==> config.mk <==
export PLATFORM = sky130hd
export DESIGN_NAME = simd_shift_add
export DESIGN_NICKNAME = d
export VERILOG_FILES = /design/src/rtl/simd_pkg.sv /design/src/rtl/simd_reg_group.sv /design/src/rtl/simd_lane_alu.sv /design/src/rtl/simd_shift_add.sv
export SDC_FILE = /design/constraint.sdc
export NUM_CORES = 1
export LEC_CHECK = 0
export ABC_CLOCK_PERIOD_IN_PS = 8550
export BUFFER_PORTS_ARGS = -buffer_cell sky130_fd_sc_hd__buf_2
export CORE_ASPECT_RATIO = 1.25
export CORE_MARGIN = 4
export CORE_UTILIZATION = 40
export DETAILED_ROUTE_END_ITERATION = 10
export SYNTH_ARGS = -nofsm -noshare
export SYNTH_HDL_FRONTEND = slang
export SYNTH_SLANG_ARGS = --single-unit
export TNS_END_PERCENT = 30
==> constraint.sdc <==
create_clock -name vclk -period 8.55
set_clock_uncertainty 0.05 [all_clocks]
set_input_delay 0 -clock vclk [all_inputs]
set_output_delay 0 -clock vclk [all_outputs]
set_load 0.01 [all_outputs]
==> src/rtl/simd_pkg.sv <==
`timescale 1ns/1ps
package simd_pkg;
  typedef enum logic [2:0] {
    OP_ADD  = 3'd0,
    OP_HADD = 3'd1,
    OP_SRA  = 3'd2,
    OP_SRL  = 3'd3,
    OP_SLL  = 3'd4
  } simd_op_e;

  localparam logic [1:0] MODE_PLAIN = 2'b00;
  localparam logic [1:0] MODE_ALT   = 2'b01;
endpackage

==> src/rtl/simd_reg_group.sv <==
`timescale 1ns/1ps
module simd_reg_group #(
  parameter int REG_W = 5,
  parameter int LO    = 2,
  parameter int HI    = 15,
  parameter int HI_N  = 7
) (
  input  logic [REG_W-1:0] rd_i,
  input  logic [REG_W-1:0] rs1_i,
  input  logic [REG_W-1:0] rs2_i,
  input  logic             use_rs2_i,
  input  logic             narrow_i,
  output logic             in_grp_o
);
  logic [REG_W-1:0] top_idx;
  logic rd_ok, rs1_ok, rs2_ok;

  assign top_idx = narrow_i ? REG_W'(HI_N) : REG_W'(HI);
  assign rd_ok   = (rd_i  >= REG_W'(LO)) && (rd_i  <= top_idx);
  assign rs1_ok  = (rs1_i >= REG_W'(LO)) && (rs1_i <= top_idx);
  assign rs2_ok  = (rs2_i >= REG_W'(LO)) && (rs2_i <= top_idx);
  assign in_grp_o = rd_ok && rs1_ok && (!use_rs2_i || rs2_ok);
endmodule

==> src/rtl/simd_lane_alu.sv <==
`timescale 1ns/1ps
module simd_lane_alu
  import simd_pkg::*;
#(
  parameter int W  = 8,
  localparam int AW = $clog2(W)
) (
  input  logic [2:0]    op_i,
  input  logic          alt_i,
  input  logic [W-1:0]  a_i,
  input  logic [W-1:0]  b_i,
  input  logic [AW-1:0] amt_i,
  output logic [W-1:0]  y_o
);
  logic [W:0]     hsum;
  logic [W-1:0]   sra_t, srl_t, sat_v;
  logic [2*W-1:0] wide;
  logic           rbit, fits;

  assign hsum  = {a_i[W-1], a_i} + {b_i[W-1], b_i};
  assign sra_t = W'($signed(a_i) >>> amt_i);
  assign srl_t = a_i >> amt_i;
  // last bit shifted out; zero amount shifts nothing out
  assign rbit  = (amt_i == '0) ? 1'b0 : a_i[amt_i - AW'(1)];
  assign wide  = {{W{a_i[W-1]}}, a_i} << amt_i;
  assign fits  = (&wide[2*W-1:W-1]) || !(|wide[2*W-1:W-1]);
  assign sat_v = a_i[W-1] ? {1'b1, {(W-1){1'b0}}} : {1'b0, {(W-1){1'b1}}};

  always_comb begin
    unique case (simd_op_e'(op_i))
      OP_ADD:  y_o = a_i + b_i;
      OP_HADD: y_o = hsum[W:1];
      OP_SRA:  y_o = sra_t + W'(alt_i & rbit);
      OP_SRL:  y_o = srl_t + W'(alt_i & rbit);
      OP_SLL:  y_o = (alt_i && !fits) ? sat_v : wide[W-1:0];
      default: y_o = '0;
    endcase
  end
endmodule

==> src/rtl/simd_shift_add.sv <==
`timescale 1ns/1ps
module simd_shift_add
  import simd_pkg::*;
#(
  parameter int XLEN    = 32,
  parameter int REG_W   = 5,
  parameter int NAR_W   = 8,
  parameter int WID_W   = 16,
  parameter int NAR_LO  = 2,
  parameter int NAR_HI  = 15,
  parameter int NAR_HN  = 7,
  parameter int WID_LO  = 16,
  parameter int WID_HI  = 29,
  parameter int WID_HN  = 23,
  localparam int IMM_W  = $clog2(WID_W)
) (
  input  logic [2:0]       op_i,
  input  logic             use_imm_i,
  input  logic [REG_W-1:0] rd_i,
  input  logic [REG_W-1:0] rs1_i,
  input  logic [REG_W-1:0] rs2_i,
  input  logic [XLEN-1:0]  src_a_i,
  input  logic [XLEN-1:0]  src_b_i,
  input  logic [IMM_W-1:0] imm_i,
  input  logic [1:0]       mode_i,
  output logic [XLEN-1:0]  result_o,
  output logic             illegal_o
);
  logic            is_add, is_shift, op_ok, mode_ok, imm_ok, narrow;
  logic [1:0]      grp;
  logic [XLEN-1:0] res_w [2];

  assign is_add   = (op_i == OP_ADD) || (op_i == OP_HADD);
  assign is_shift = (op_i == OP_SRA) || (op_i == OP_SRL) || (op_i == OP_SLL);
  assign op_ok    = is_add || is_shift;
  assign mode_ok  = (mode_i == MODE_PLAIN) || ((mode_i == MODE_ALT) && is_shift);
  assign imm_ok   = !use_imm_i || is_shift;
  assign narrow   = (op_i == OP_HADD);

  for (genvar w = 0; w < 2; w++) begin : g_width
    localparam int LW = (w == 0) ? NAR_W : WID_W;
    localparam int LN = XLEN / LW;
    localparam int AW = $clog2(LW);

    simd_reg_group #(
      .REG_W(REG_W),
      .LO   ((w == 0) ? NAR_LO : WID_LO),
      .HI   ((w == 0) ? NAR_HI : WID_HI),
      .HI_N ((w == 0) ? NAR_HN : WID_HN)
    ) u_grp (
      .rd_i     (rd_i),
      .rs1_i    (rs1_i),
      .rs2_i    (rs2_i),
      .use_rs2_i(!use_imm_i),
      .narrow_i (narrow),
      .in_grp_o (grp[w])
    );

    for (genvar l = 0; l < LN; l++) begin : g_lane
      logic [AW-1:0] amt;
      assign amt = use_imm_i ? imm_i[AW-1:0] : src_b_i[l*LW +: AW];

      simd_lane_alu #(.W(LW)) u_alu (
        .op_i (op_i),
        .alt_i(mode_i[0]),
        .a_i  (src_a_i[l*LW +: LW]),
        .b_i  (src_b_i[l*LW +: LW]),
        .amt_i(amt),
        .y_o  (res_w[w][l*LW +: LW])
      );
    end
  end

  assign illegal_o = !(op_ok && mode_ok && imm_ok && (grp[0] || grp[1]));
  assign result_o  = illegal_o ? '0 : (grp[1] ? res_w[1] : res_w[0]);
endmodule

==> run summary <==
The flow ran to the end, and the final reports show no timing, DRC or antenna violations. The number of global-route vias before repair was 13.1k. On the critical path the largest part of the delay comes from buffers and inverters. The tools report the clock group share of total power as 0%. The critical path is of the input pin to primary output type. The final critical path takes up 73.4% of the cycle. By area the synthesized netlist is led by sky130_fd_sc_hd__mux4_2, sky130_fd_sc_hd__mux2i_1, sky130_fd_sc_hd__ha_1. The weighted congestion reported at the end of routability-driven placement is 1.03, and the portion of total power attributed to sequential cells is 0%. Before antenna repair, the detailed router went through 6 iterations. Across the run, the number of max-cap violations was 0. Input and output buffers added on the ports amount to 122. The synthesized netlist occupies a cell area of 11400 µm². The worst hold path class was input pin to primary output. Global routing used 31.9% of the available tracks across all layers.

The overall die width came out at 159 µm. A synthesized cell averages 7.30 µm². After clock tree synthesis, the repair step resized 0 gates. Of all nets on the critical path, the largest fanout is 23.

The total negative slack is 0 ns, and the average wire length per cell after detail routing is 27.8 µm. For the placeable core region, the log shows 27900 µm². The largest single stage delay on the critical path is 0.97 ns.

Data arrival time of the critical path: 6.22 ns. The tools report the number of endpoints failing setup at the final stage as 0. Summing all placed instances gives a cell area of 11900 µm². The largest area contributor in the netlist is sky130_fd_sc_hd__mux4_2.

Summed over all nets, the switching power comes to 639 µW. The count of warnings emitted by yosys came out at 0. In the final layout, the share of cells above drive strength 1 is 18.6%. The tools report the total nets after synthesis as 1715. The routed design could run at a clock period as short as 6.27 ns. Count of pins over their slew limit: 0. The run gives 11900 µm² as the final instance area. The number of cells in the finished layout apart from fillers was 1908. Row generation in the floorplan step produced 68 rows. The number of placed instances, taps included is 1908. Relative to the synthesized area, the layout overhead comes to 4.50%. The cell count after synthesis came out at 1564. The starting utilization of the core area is 40.9%. Achievable frequency: 0.159 GHz. Element type at the critical path start: an input pin. The slew of the pin with the lowest slew margin was 1.13 ns; the wire length of the first global-routing pass was 79600 µm.

For the count of boundary I/O pins, the log shows 122. The total count of hold-check failures in the final report is 0, and the combinational share of power is 100.0%. The library cell used most frequently in the layout, excluding fill and tap cells, is sky130_fd_sc_hd__nand2_1. The library cells used most frequently in the layout, excluding fill and tap cells, are sky130_fd_sc_hd__nand2_1, sky130_fd_sc_hd__nor2_1, sky130_fd_sc_hd__buf_2, sky130_fd_sc_hd__mux2i_1, sky130_fd_sc_hd__a21oi_1. In the routed layout, each cell is associated on average with a via count of 7.18. The total area of sequential cells is 0 µm², and the share of the synthesized area in the top cell type is 12.0%. Measured on the finished design, the core utilization comes to 42.7%.

Across the VDD grid, the largest voltage drop is 0.0000395 V. The number of antenna diodes in the final layout is 0. Setup repair after global routing left no endpoint under its margin. There are 0 flip-flops and latches.

The final net count is 1711. The switching part of the total power is 64.0%, and the HPWL after detailed placement is 40400 µm. Post-CTS timing repair inserted 0 buffers for setup. Entering global routing, the biggest net connects 42 pins. The initial antenna violation count was 0; the count of different cell masters after synthesis was 111. The routed design has 53000 µm of wire.

Data on the critical path is required at its endpoint by 8.50 ns. The slowest stage cell on the critical path is sky130_fd_sc_hd__clkinv_1. In this run the tightest slew margin relative to its limit is 24.4%. The die covers 31300 µm².

The logs give 999 µW for the total power and 0% for the fraction of the yosys area taken by sequential cells. The logs give 0.00475 µW for the cell leakage power and 0 for the clock buffer instance count of the final layout. The starting DRC count in detailed routing came out at 1564.

The signal on the critical path passes through buf_2 > or3b_2 > inv_1 > buf_4 > ha_1 > a31oi_1 > a41oi_1 > or4_1 > o21ai_0 > and3b_1 > clkinv_1 > a31o_2 > a31oi_1 > buf_2. The total overflow left after global routing is 0. The hold-fix buffer count after cts was 0.

In this run the power density over the cells is 83.8 nW/µm². The height of the chip is 197 µm, and the sum of buffers and inverters on the critical path is 5. The total number of vias is 13.7k. The worst setup path is captured at a primary output. Once detail routing completed, the nets flagged for antenna violations numbered 0.

After detailed routing, the number of remaining DRC violations is 0. The internal power of the cells totals 360 µW.
-- Yosys cell counts (11+ instances only) --
cell type,number
sky130_fd_sc_hd__xnor2_1,47
sky130_fd_sc_hd__buf_1,13
sky130_fd_sc_hd__nor3_1,33
sky130_fd_sc_hd__nand3_1,58
sky130_fd_sc_hd__nand2_1,161
sky130_fd_sc_hd__a21o_1,19
sky130_fd_sc_hd__mux4_2,61
sky130_fd_sc_hd__a21oi_1,108
sky130_fd_sc_hd__o211ai_1,19
sky130_fd_sc_hd__nor4_1,12
sky130_fd_sc_hd__inv_1,38
sky130_fd_sc_hd__nor2_1,131
sky130_fd_sc_hd__o22ai_1,15
sky130_fd_sc_hd__a22oi_1,18
sky130_fd_sc_hd__mux2i_1,112
sky130_fd_sc_hd__buf_2,26
sky130_fd_sc_hd__a211oi_1,24
sky130_fd_sc_hd__mux2_2,23
sky130_fd_sc_hd__xor2_1,30
sky130_fd_sc_hd__a31oi_1,38
sky130_fd_sc_hd__ha_1,58
sky130_fd_sc_hd__o21ai_0,107
sky130_fd_sc_hd__clkbuf_1,88
sky130_fd_sc_hd__and2_1,13
sky130_fd_sc_hd__buf_6,11
sky130_fd_sc_hd__a221oi_1,25
-- layer usage --
metal	global-route usage, %	vias to the layer above	share of wire (%)
li1	-	6038	-
met5	0	-	0
met1	35.8	6594	36
met4	21.5	0	8.4
met3	3.35	245	7.1
met2	57.0	828	49
-- cell families (layout without fill, tap and decap cells) --
kind of cell	Yosys count	count (layout)	synth area share, %
fa+ha+maj	62	62	7.06
mux	205	205	25.3
xor+xnor	77	77	5.91
compound gates	526	526	32.4
buf+inv	194	188	8.00
simple gates	500	500	21.3
-- power by group through the flow --
| stage | sequential [µW] | clock, µW | combinational [µW] |
|---|---|---|---|
| 2_1_floorplan | 0 | 0 | 695 |
| 3_3_place_gp | 0 | 0 | 971 |
| 3_5_place_dp | 0 | 0 | 970 |
| 4_1_cts | 0 | 0 | 974 |
| 5_1_grt | 0 | 0 | 1060 |
| 6_report | 0 | 0 | 999 |
-- per-stage QoR --
step	hold slack (ns)	worst slack, ns
finish	0.686	2.28
global route	0.697	2.15
CTS	0.673	2.59
floorplan	0.270	4.50
global placement	0.674	2.65
detailed placement	0.670	2.59
-- cell type report --
class,instances,area (µm²)
Inverter,46,185
Timing Repair Buffer,142,761
Fill cell,2967,16000
Tap cell,350,438
Multi-Input combinational cell,1370,10500
-- worst min-delay path: cells and delay by family --
| kind | cells | cell delay [ns] |
|---|---|---|
| AOI/OAI and AO/OA | 2 | 0.33 |
| buffers and inverters | 2 | 0.31 |
| and+or+nand+nor | 1 | 0.09 |
-- path summary, 6_finish.rpt --
| check | start | to | slack (ns) | cells after the start |
|---|---|---|---|---|
| max | op_i[0] | result_o[27] | 2.28 | 14 |
| min | src_a_i[0] | result_o[0] | 0.69 | 5 |
Note: power is estimated with default switching activity, not from simulation.
